## src/rtl/launch_gate_pkg.sv

```systemverilog
package launch_gate_pkg;

  // Strobes from the control to the datapath
  typedef struct packed {
    logic push;
    logic pop;
  } gateStrobes_t;

endpackage

```

## src/rtl/launch_gate_dp.sv

```systemverilog
module launch_gate_dp
  import launch_gate_pkg::*;
#(
  parameter int TIME_W      = 30,
  parameter int PERIOD      = 1000000000,
  parameter int AHEAD_LIMIT = PERIOD / 2 - 1,
  parameter int TAG_W       = 8,
  parameter int DEPTH       = 4
) (
  input  logic              clk,
  input  logic              rst,
  input  gateStrobes_t      strb,
  input  logic [TIME_W-1:0] enqLaunch,
  input  logic [TAG_W-1:0]  enqTag,
  input  logic [TIME_W-1:0] curTime,
  output logic [TAG_W-1:0]  headTag,
  output logic              headLate,
  output logic              headFar,
  output logic              headGo
);

  localparam int PTR_W = (DEPTH > 1) ? $clog2(DEPTH) : 1;
  localparam int XW    = TIME_W + 1;
  localparam logic [XW-1:0] PER_X  = XW'(PERIOD);
  localparam logic [XW-1:0] HALF_X = XW'(PERIOD / 2);
  localparam logic [XW-1:0] LIM_X  = XW'(AHEAD_LIMIT);

  // forward distance from b to a, modulo the period
  function automatic logic [XW-1:0] modDist(input logic [TIME_W-1:0] a,
                                            input logic [TIME_W-1:0] b);
    logic [XW-1:0] ax;
    logic [XW-1:0] bx;
    ax = {1'b0, a};
    bx = {1'b0, b};
    if (ax >= bx) return ax - bx;
    else          return ax + PER_X - bx;
  endfunction

  function automatic logic [PTR_W-1:0] nextPtr(input logic [PTR_W-1:0] p);
    if (p == PTR_W'(DEPTH - 1)) return '0;
    else                        return p + 1'b1;
  endfunction

  // classification at enqueue
  logic [XW-1:0] aheadAtEnq;
  logic          enqLate;
  logic          enqFar;

  always_comb begin
    aheadAtEnq = modDist(enqLaunch, curTime);
    enqLate    = (aheadAtEnq > HALF_X);
    enqFar     = (aheadAtEnq > LIM_X) && !enqLate;
  end

  logic [PTR_W-1:0] wrPtr;
  logic [PTR_W-1:0] rdPtr;

  always_ff @(posedge clk) begin
    if (rst) begin
      wrPtr <= '0;
      rdPtr <= '0;
    end else begin
      if (strb.push) wrPtr <= nextPtr(wrPtr);
      if (strb.pop)  rdPtr <= nextPtr(rdPtr);
    end
  end

  // per-entry storage
  logic [TIME_W-1:0] launchMem [DEPTH];
  logic [TAG_W-1:0]  tagMem    [DEPTH];
  logic              lateMem   [DEPTH];
  logic              farMem    [DEPTH];

  for (genvar e = 0; e < DEPTH; e++) begin : g_entry
    logic wrHere;
    assign wrHere = strb.push && (wrPtr == PTR_W'(e));
    always_ff @(posedge clk) begin
      if (rst) begin
        launchMem[e] <= '0;
        tagMem[e]    <= '0;
        lateMem[e]   <= 1'b0;
        farMem[e]    <= 1'b0;
      end else if (wrHere) begin
        launchMem[e] <= enqLaunch;
        tagMem[e]    <= enqTag;
        lateMem[e]   <= enqLate;
        farMem[e]    <= enqFar;
      end
    end
  end

  // head eligibility
  logic [XW-1:0] headSince;

  always_comb begin
    headSince = modDist(curTime, launchMem[rdPtr]);
    headTag   = tagMem[rdPtr];
    headLate  = lateMem[rdPtr];
    headFar   = farMem[rdPtr];
    headGo    = headLate || headFar || (headSince < HALF_X);
  end

  AST_FLAG_EXCL: assert property (@(posedge clk) disable iff (rst)
    $onehot0({lateMem[rdPtr], farMem[rdPtr]}));

endmodule

```

## src/rtl/launch_gate_ctrl.sv

```systemverilog
module launch_gate_ctrl
  import launch_gate_pkg::*;
#(
  parameter int DEPTH = 4
) (
  input  logic         clk,
  input  logic         rst,
  input  logic         enqValid,
  input  logic         txReady,
  input  logic         headGo,
  output logic         enqReady,
  output logic         relValid,
  output gateStrobes_t strb
);

  localparam int CNT_W = $clog2(DEPTH + 1);
  localparam logic [CNT_W-1:0] FULL_CNT = CNT_W'(DEPTH);

  logic [CNT_W-1:0] count;
  logic             nonEmpty;

  always_comb begin
    nonEmpty  = (count != '0);
    enqReady  = (count < FULL_CNT);
    strb.push = enqValid && enqReady;
    strb.pop  = nonEmpty && headGo && txReady;
    relValid  = strb.pop;
  end

  always_ff @(posedge clk) begin
    if (rst) begin
      count <= '0;
    end else begin
      case ({strb.push, strb.pop})
        2'b10:   count <= count + 1'b1;
        2'b01:   count <= count - 1'b1;
        default: count <= count;
      endcase
    end
  end

  AST_NO_OVERFLOW: assert property (@(posedge clk) disable iff (rst)
    count <= FULL_CNT);

  AST_REL_NEEDS_READY: assert property (@(posedge clk) disable iff (rst)
    relValid |-> txReady);

  AST_COUNT_STEP: assert property (@(posedge clk) disable iff (rst)
    !$past(rst) |-> ((count == $past(count)) || (count == $past(count) + 1'b1)
                     || (count == $past(count) - 1'b1)));

  AST_RESET_CLEARS: assert property (@(posedge clk)
    $past(rst) |-> (count == '0));

endmodule

```

## src/rtl/launch_gate.sv

```systemverilog
module launch_gate
  import launch_gate_pkg::*;
#(
  parameter int TIME_W      = 30,
  parameter int PERIOD      = 1000000000,
  parameter int AHEAD_LIMIT = PERIOD / 2 - 1,
  parameter int TAG_W       = 8,
  parameter int DEPTH       = 4
) (
  input  logic              clk,
  input  logic              rst,
  input  logic              enqValid,
  input  logic [TIME_W-1:0] enqLaunch,
  input  logic [TAG_W-1:0]  enqTag,
  output logic              enqReady,
  input  logic [TIME_W-1:0] curTime,
  input  logic              txReady,
  output logic              relValid,
  output logic [TAG_W-1:0]  relTag,
  output logic              relLate,
  output logic              relFar
);

  gateStrobes_t     strb;
  logic             headGo;
  logic             headLate;
  logic             headFar;
  logic [TAG_W-1:0] headTag;

  launch_gate_ctrl #(.DEPTH(DEPTH)) u_ctrl (
    .clk      (clk),
    .rst      (rst),
    .enqValid (enqValid),
    .txReady  (txReady),
    .headGo   (headGo),
    .enqReady (enqReady),
    .relValid (relValid),
    .strb     (strb)
  );

  launch_gate_dp #(
    .TIME_W      (TIME_W),
    .PERIOD      (PERIOD),
    .AHEAD_LIMIT (AHEAD_LIMIT),
    .TAG_W       (TAG_W),
    .DEPTH       (DEPTH)
  ) u_dp (
    .clk       (clk),
    .rst       (rst),
    .strb      (strb),
    .enqLaunch (enqLaunch),
    .enqTag    (enqTag),
    .curTime   (curTime),
    .headTag   (headTag),
    .headLate  (headLate),
    .headFar   (headFar),
    .headGo    (headGo)
  );

  assign relTag  = relValid ? headTag : '0;
  assign relLate = relValid && headLate;
  assign relFar  = relValid && headFar;

  AST_FLAGS_ONLY_ON_REL: assert property (@(posedge clk) disable iff (rst)
    (relLate || relFar) |-> relValid);

endmodule

```

## config.mk

```make
export PLATFORM = sky130hd
export DESIGN_NAME = launch_gate
export DESIGN_NICKNAME = d
export VERILOG_FILES = /design/src/rtl/launch_gate_pkg.sv /design/src/rtl/launch_gate_dp.sv /design/src/rtl/launch_gate_ctrl.sv /design/src/rtl/launch_gate.sv
export SDC_FILE = /design/constraint.sdc
export NUM_CORES = 1
export LEC_CHECK = 0
export BUFFER_PORTS_ARGS = -buffer_cell sky130_fd_sc_hd__buf_4
export CORE_UTILIZATION = 45
export DETAILED_ROUTE_END_ITERATION = 6
export GPL_ROUTABILITY_DRIVEN = 0
export PLACE_DENSITY = 0.67
export SYNTH_ARGS = -nofsm -noshare
export SYNTH_HDL_FRONTEND = slang
export SYNTH_HIERARCHICAL = 1
export SYNTH_SLANG_ARGS = --single-unit
```

## constraint.sdc

```tcl
create_clock -name clk -period 8 [get_ports clk]
set_input_delay 1.6 -clock clk [delete_from_list [all_inputs] [get_ports clk]]
set_output_delay 1.6 -clock clk [all_outputs]
set_load 0.01 [all_outputs]
```

==> reports/qor.yml, run 1 <==
post-synth-top-area-fraction_pct: 30.7
synthXorXnorAreaFrac_pct: 3.59
cts_tree: "done"
dp_slack_ns: 0.396
wl_met1_um: 19500
timing.slew.headroom_pct: 43.2
antenna_found_initial: 2
cp-start-kind: "register"
gr-total-overflow: 0
fin_skew_ns: 0.0135
fin_crit_sh_pct: 93.3
ios: 84
synthToLayoutAreaGrowth_pct: 10.6
synthSimpleGateAreaFrac_pct: 18.7
worstSkewPairLatency_ns: 0.43
drt_iter0_drc: 1267
core_area_mm2: 0.0339
setup_tns_ns: 0
portBuffers: 83
cts_sinks: 169
met2_length_um: 20300
die_y_um: 188
min_path_type: "register to register"
synth-compound-area-share_pct: 16.8
drc: 0
rows: 67
synthTopCellsByCount: "inv_1, nor2_1, edfxtp_1"
nNetsFinal: 1970
cts_hold_buf: 0
arrival_ns: 5.86
ys_ff_latch: 169
setup_violations: 0
wl_per_cell_um: 20.1
hold_viol: 0
fill_cells: 3162
synth_area_mm2: 0.0156
die_width_um: 188
synth_mux_area_share_pct: 6.74
synth_ff_type: "edfxtp_1"
synth_edf_count: 160
synth_nets: 1912
root_buffer: "clkbuf_16"
fmax_mhz: 134
synth_top_family_by_area: "simple AND/OR/NAND/NOR gates"
drt_wl_total_um: 43700
final_layout_size_suffix_gt1_share_pct: 12.1
report.final.slew_viol_count: 0
numCtsBuffers: 17
grt_max_degree: 41
rsz0062_at_grt: "false"
clockBufferDepth: 2
endpoint_kind: "primary output"
met3_length_um: 2690
ys_types: 88
crit_type: "register to primary output"
required_ns: 6.40
synth-seq-area-share_pct: 31.9
vias: 13000
fin_crit_ns: 7.46
synth_area_leaders: "edfxtp_1, ha_1, mux4_2, inv_1, fa_1"
outcome: "finished, final reports clean"
die_area_mm2: 0.0355
cts.reportedPaths.clkPinSlew_ns: 0.07
grt_pass1_wl_um: 67400
p_leak_nw: 7.10
track_usage_pct: 24.7
synthAdderAreaFrac_pct: 16.3
routed.top_layer: "met4"
setup_slack_ns: 0.537
avgSynthCellArea_um2: 9.44
crit_fanout: 22
yosysMostFrequentCell: "inv_1"
ys_warn_count: 6
dr.pass1.iters: 5
irDropWorstVdd_v: 0.000202
viasPerCell: 5.98
initial_core_util_pct: 46.1
dp_hpwl_um: 34700
async_flop_share_pct: 0
grt_pass1_vias: 12600
antenna_left: 0
ctsHtreeMaxLevel: 4
maxCapViolations: 0
yosysTopAreaCell: "edfxtp_1"
worstMarginPinSlew_ns: 0.845
synthesis.instances: 1656
p_per_area_mw_per_mm2: 268
[flip-flops by register name (all words and copies together) (netlist names), named ones only]
signal,count
u_dp/launchMem,120
u_dp/tagMem,32
u_dp/farMem,4
u_dp/lateMem,4
u_ctrl/count,3
u_dp/rdPtr,2
u_dp/wrPtr,2
[through the flow]
stage          utilization [%]  cells  area [um^2]  power, mW  hold slack (ns)
2_1_floorplan                -   1656        15600       3.11            0.465
3_3_place_gp              49.3   2143        16700       3.75            0.497
5_1_grt                   51.0   2176        17300       4.93            0.569
6_report                  51.0   2176        17300       4.63            0.528
4_1_cts                   51.0   2175        17300       4.60            0.532
3_5_place_dp              49.3   2143        16700       3.80            0.514
[power breakdown]
group          switching, mW  internal (mW)
Clock                  0.353          0.445
Sequential            0.0448           1.10
Combinational           1.60           1.09
[worst paths after layout]
| check | startpoint | end | slack, ns | depth (start not counted) |
|---|---|---|---|---|
| max | register | relFar | 0.54 | 21 |
| min reg2reg | u_ctrl/count[1] | u_ctrl/count[1] | 0.53 | 2 |
| min | u_ctrl/count[1] | u_ctrl/count[1] | 0.53 | 2 |
| max reg2reg | register | u_ctrl/count[2] | 1.54 | 25 |
[metal layers]
layer  global-route usage (%)  vias up
met2                     40.2      472
met5                        0        -
met3                     1.77       64
li1                         -     6105
met4                     8.28        0
met1                     34.7     6373
[timing repair]
item | CTS | global route
setup endpoints to repair | 0 | 10
endpoints found under the hold margin | 0 | 0
resized for setup | 0 | 1
buffers inserted | 0 | 0
[kinds of logic (layout without fill, tap and decap cells)]
family,count (synthesis),count (layout)
xor+xnor,64,64
other cells,0,1
buf+inv,244,315
mux,55,55
simple gates,569,569
fa+ha+maj,184,184
flops,169,169
compound gates,371,371
[worst max-delay path, cell delays in order (launching register included)]
cell and delay, ns:
dfxtp_2 0.50, buf_12 0.26, mux4_2 0.60, inv_1 0.09
ha_1 0.18, inv_1 0.06, fa_1 0.45, nand2b_1 0.16
a221oi_1 0.36, a2111oi_0 0.13, buf_4 0.17, o21ai_0 0.38
a21oi_1 0.21, a21o_1 0.21, a21boi_0 0.21, o21ai_0 0.15
o311a_1 0.14, o211ai_1 0.12, o211a_1 0.35, o311a_2 0.40
and2_1 0.18, buf_4 0.12
[area by class of cell]
type                       instances  area [um^2]  area share (%)
timing repair buffer              97          741            4.29
sequential                       169         4990            28.9
tap                              448          561            3.24
inverter                         186          698            4.04
clock buffer                      19          443            2.56
multi-input combinational       1243         9720            56.2
antenna                            1         2.50          0.0145
clock inverter                    13          130           0.753
[placed cells by master, fill, tap and decap left out, types with 22 or more instances in the layout]
cell type and count:
nand2b_1 24, a21oi_1 92, edfxtp_1 160, and2_1 98
a31oi_1 26, a21o_1 26, buf_4 96, mux4_2 40
nand2_1 90, inv_1 184, nor2_1 166, nor3_1 34
fa_1 33, ha_1 151, nand3_1 39, xor2_1 22
xnor2_1 42, o21ai_0 63
(Power assumes the default switching activity.)
==> inputs of run 2 (changes only) <==
Settings changed: CORE_UTILIZATION 45 to 63, PLACE_DENSITY 0.67 to 0.87.
==> run 2 against run 1 <==
Net effect: cell count is 5.8% lower; clock skew is 0.00070 ns lower; sequential share of layout area is 0.20 points higher; critical endpoint is now relTag[5].
==> reports/qor.yml, run 2 (synthesized netlist as in run 1, its figures left out) <==
crit_type: "register to primary output"  # unchanged
mostFrequentLayoutCells: "inv_1, nor2_1, edfxtp_1"  # unchanged
final_area_mm2: 0.0172  # was 0.0173 mm^2
p_per_area_mw_per_mm2: 276  # was 268 mW/mm^2
slowest_stage: "a2111oi_0"  # was mux4_2
rows: 57  # was 67
path_cells: "buf_4, mux4_2, inv_1, ha_1, inv_1, fa_1, a221oi_1, a2111oi_0, o21ai_0, a21oi_1, a21oi_1, a2111oi_0, nand3_1, o22ai_1, o211ai_1, o211a_1, o311a_2, and2_1, buf_4"  # was buf_12, mux4_2, inv_1, ha_1, inv_1, fa_1, nand2b_1, a221oi_1, a2111oi_0, buf_4, o21ai_0, a21oi_1, a21o_1, a21boi_0, o21ai_0, o311a_1, o211ai_1, o211a_1, o311a_2, and2_1, buf_4
die_area_mm2: 0.0254  # was 0.0355 mm^2
min_path_type: "register to register"  # unchanged
largest_reg_flops: 120  # unchanged
die_y_um: 160  # was 188 um
antenna_found_initial: 1  # was 2
arrival_ns: 5.98  # was 5.86 ns
synthToLayoutAreaGrowth_pct: 9.86  # was 10.6%
nNetsFinal: 1969  # was 1,970
irDropWorstVdd_v: 0.000169  # was 0.000202 V
p_leak_nw: 7.12  # was 7.10 nW
antennaDiodeCount: 0  # was 1
core_area_mm2: 0.0243  # was 0.0339 mm^2
required_ns: 6.40  # about the same
numCtsBuffers: 17  # unchanged
drc: 0  # unchanged
antenna_left: 0  # unchanged
regArea_mm2: 0.00499  # about the same
drt_wl_total_um: 45000  # was 43,700 um
viasPerCell: 6.64  # was 5.98
crit_buf_inv: 4  # was 5
largest_registers: "u_dp/launchMem x120, u_dp/tagMem x32"  # unchanged
max_flop_register: "u_dp/launchMem"  # unchanged
ios: 84  # unchanged
maxCapViolations: 0  # unchanged
post-cts-setup-buffers: 0  # unchanged
ctsHtreeMaxLevel: 4  # unchanged
fin_crit_sh_pct: 94.7  # was 93.3%
p_int_mw: 2.69  # was 2.63 mW
vias: 13600  # was 13,000
endpoint_kind: "primary output"  # unchanged
final_layout_size_suffix_gt1_share_pct: 12.1  # about the same
wl_per_cell_um: 21.9  # was 20.1 um
initial_core_util_pct: 64.3  # was 46.1%
cp-start-kind: "register"  # unchanged
die_width_um: 160  # was 188 um
report.final.slew_viol_count: 0  # unchanged
p_seq_share_pct: 24.7  # was 24.8%
pwr-share-comb_pct: 56.8  # was 58.0%
final_common_cell: "inv_1"  # unchanged
placed_area_mm2: 0.0165  # was 0.0167 mm^2
drt_iter0_drc: 1698  # was 1,267
grt_max_degree: 28  # was 41
swShare_pct: 43.1  # about the same
clkPwrFrac_pct: 18.5  # was 17.2%
crit_fanout: 14  # was 22
setup_violations: 0  # unchanged
fmax_mhz: 132  # was 134 MHz
multi_input_area_mm2: 0.00973  # was 0.00972 mm^2
rsz0062_at_grt: "false"  # unchanged
setup_tns_ns: 0  # unchanged
timing.slew.headroom_pct: 30.3  # was 43.2%
portBuffers: 83  # unchanged
worstMarginPinSlew_ns: 1.04  # was 0.845 ns
cts_sinks: 169  # unchanged
root_buffer: "clkbuf_16"  # unchanged
cts_tree: "done"  # unchanged
cts.reportedPaths.clkPinSlew_ns: 0.07  # about the same
fin_crit_ns: 7.58  # was 7.46 ns
outcome: "finished, final reports clean"  # unchanged
grt_pass1_wl_um: 69800  # was 67,400 um
switchingPower_mw: 2.04  # was 1.99 mW
worstSkewPairLatency_ns: 0.42  # was 0.43 ns
hold_viol: 0  # unchanged
critPathMaxStageDelay_ns: 0.89  # was 0.60 ns
dr.pass1.iters: 6  # was 5
fin_skew_ns: 0.0128  # was 0.0135 ns
grt_pass1_vias: 13300  # was 12,600
clockBufferDepth: 2  # unchanged
track_usage_pct: 35.3  # was 24.7%
dp_hpwl_um: 33400  # was 34,700 um
critPathTopFamily: "compound AO/OA/AOI/OAI gates"  # unchanged
fill_cells: 1735  # was 3,162
gr-total-overflow: 0  # unchanged
==> run 2: cell count changes in the layout (fill, tap and decap cells not counted), moves of 2 or more <==
cell / change
inv_8: +5
inv_6: -4
bufinv_16: +2
clkinv_4: -2
==> run 2: cell type report <==
type                            count  share of cell area [%]
Sequential cell                   169                    29.1
Timing Repair Buffer               96                    4.20
Clock buffer                       17                    2.48
Tap cell                          324                    2.36
Multi-Input combinational cell   1243                    56.6
Inverter                          186                    4.07
Clock inverter                     14                    1.20
==> run 2: tightest hold or removal path: stages, from the launching register on <==
cell	delay, ns
dfxtp_1	0.35
o21ai_0	0.09
a21oi_1	0.06
==> run 2: worst paths after layout <==
kind	startpoint	to	slack, ns	cells after the start
worst max-delay path	register	relTag[5]	0.42	19
worst min-delay path	u_ctrl/count[2]	u_ctrl/count[2]	0.54	2
worst max register to register	register	u_ctrl/count[2]	1.42	23
worst min register to register	u_ctrl/count[2]	u_ctrl/count[2]	0.54	2
==> run 2: repair_timing <==
| action | in CTS | in global routing |
|---|---|---|
| hold buffers | 0 | 0 |
| gates resized for setup | 0 | 3 |
| endpoints found under the setup margin | 0 | 11 |
==> run 2: per-layer routing <==
layer / routed length, um / GRT usage [%] / up-vias
li1: - / - / 6116
met1: 16800 / 44.3 / 6392
met2: 20700 / 56.7 / 926
met3: 4790 / 7.14 / 179
met4: 2690 / 20.5 / 2
met5: 13 / 0 / -
==> run 2: per-stage QoR <==
stage	power [mW]	instances	setup WS, ns	utilization [%]	hold slack [ns]
floorplan	3.11	1656	0.921	-	0.465
global placement	3.64	2018	0.641	68.0	0.512
detailed placement	3.73	2018	0.508	68.0	0.528
CTS	4.65	2049	0.0919	70.6	0.538
global route	5.00	2049	0.0527	70.6	0.563
finish	4.73	2049	0.422	70.6	0.540
==> run 2: power by group through the flow <==
stage	clock, mW	combinational, mW	sequential (mW)
after floorplan	0	1.96	1.15
after global placement	0	2.47	1.17
after detailed placement	0	2.55	1.18
after CTS	0.881	2.60	1.17
after global routing	0.917	2.90	1.18
final	0.875	2.69	1.17
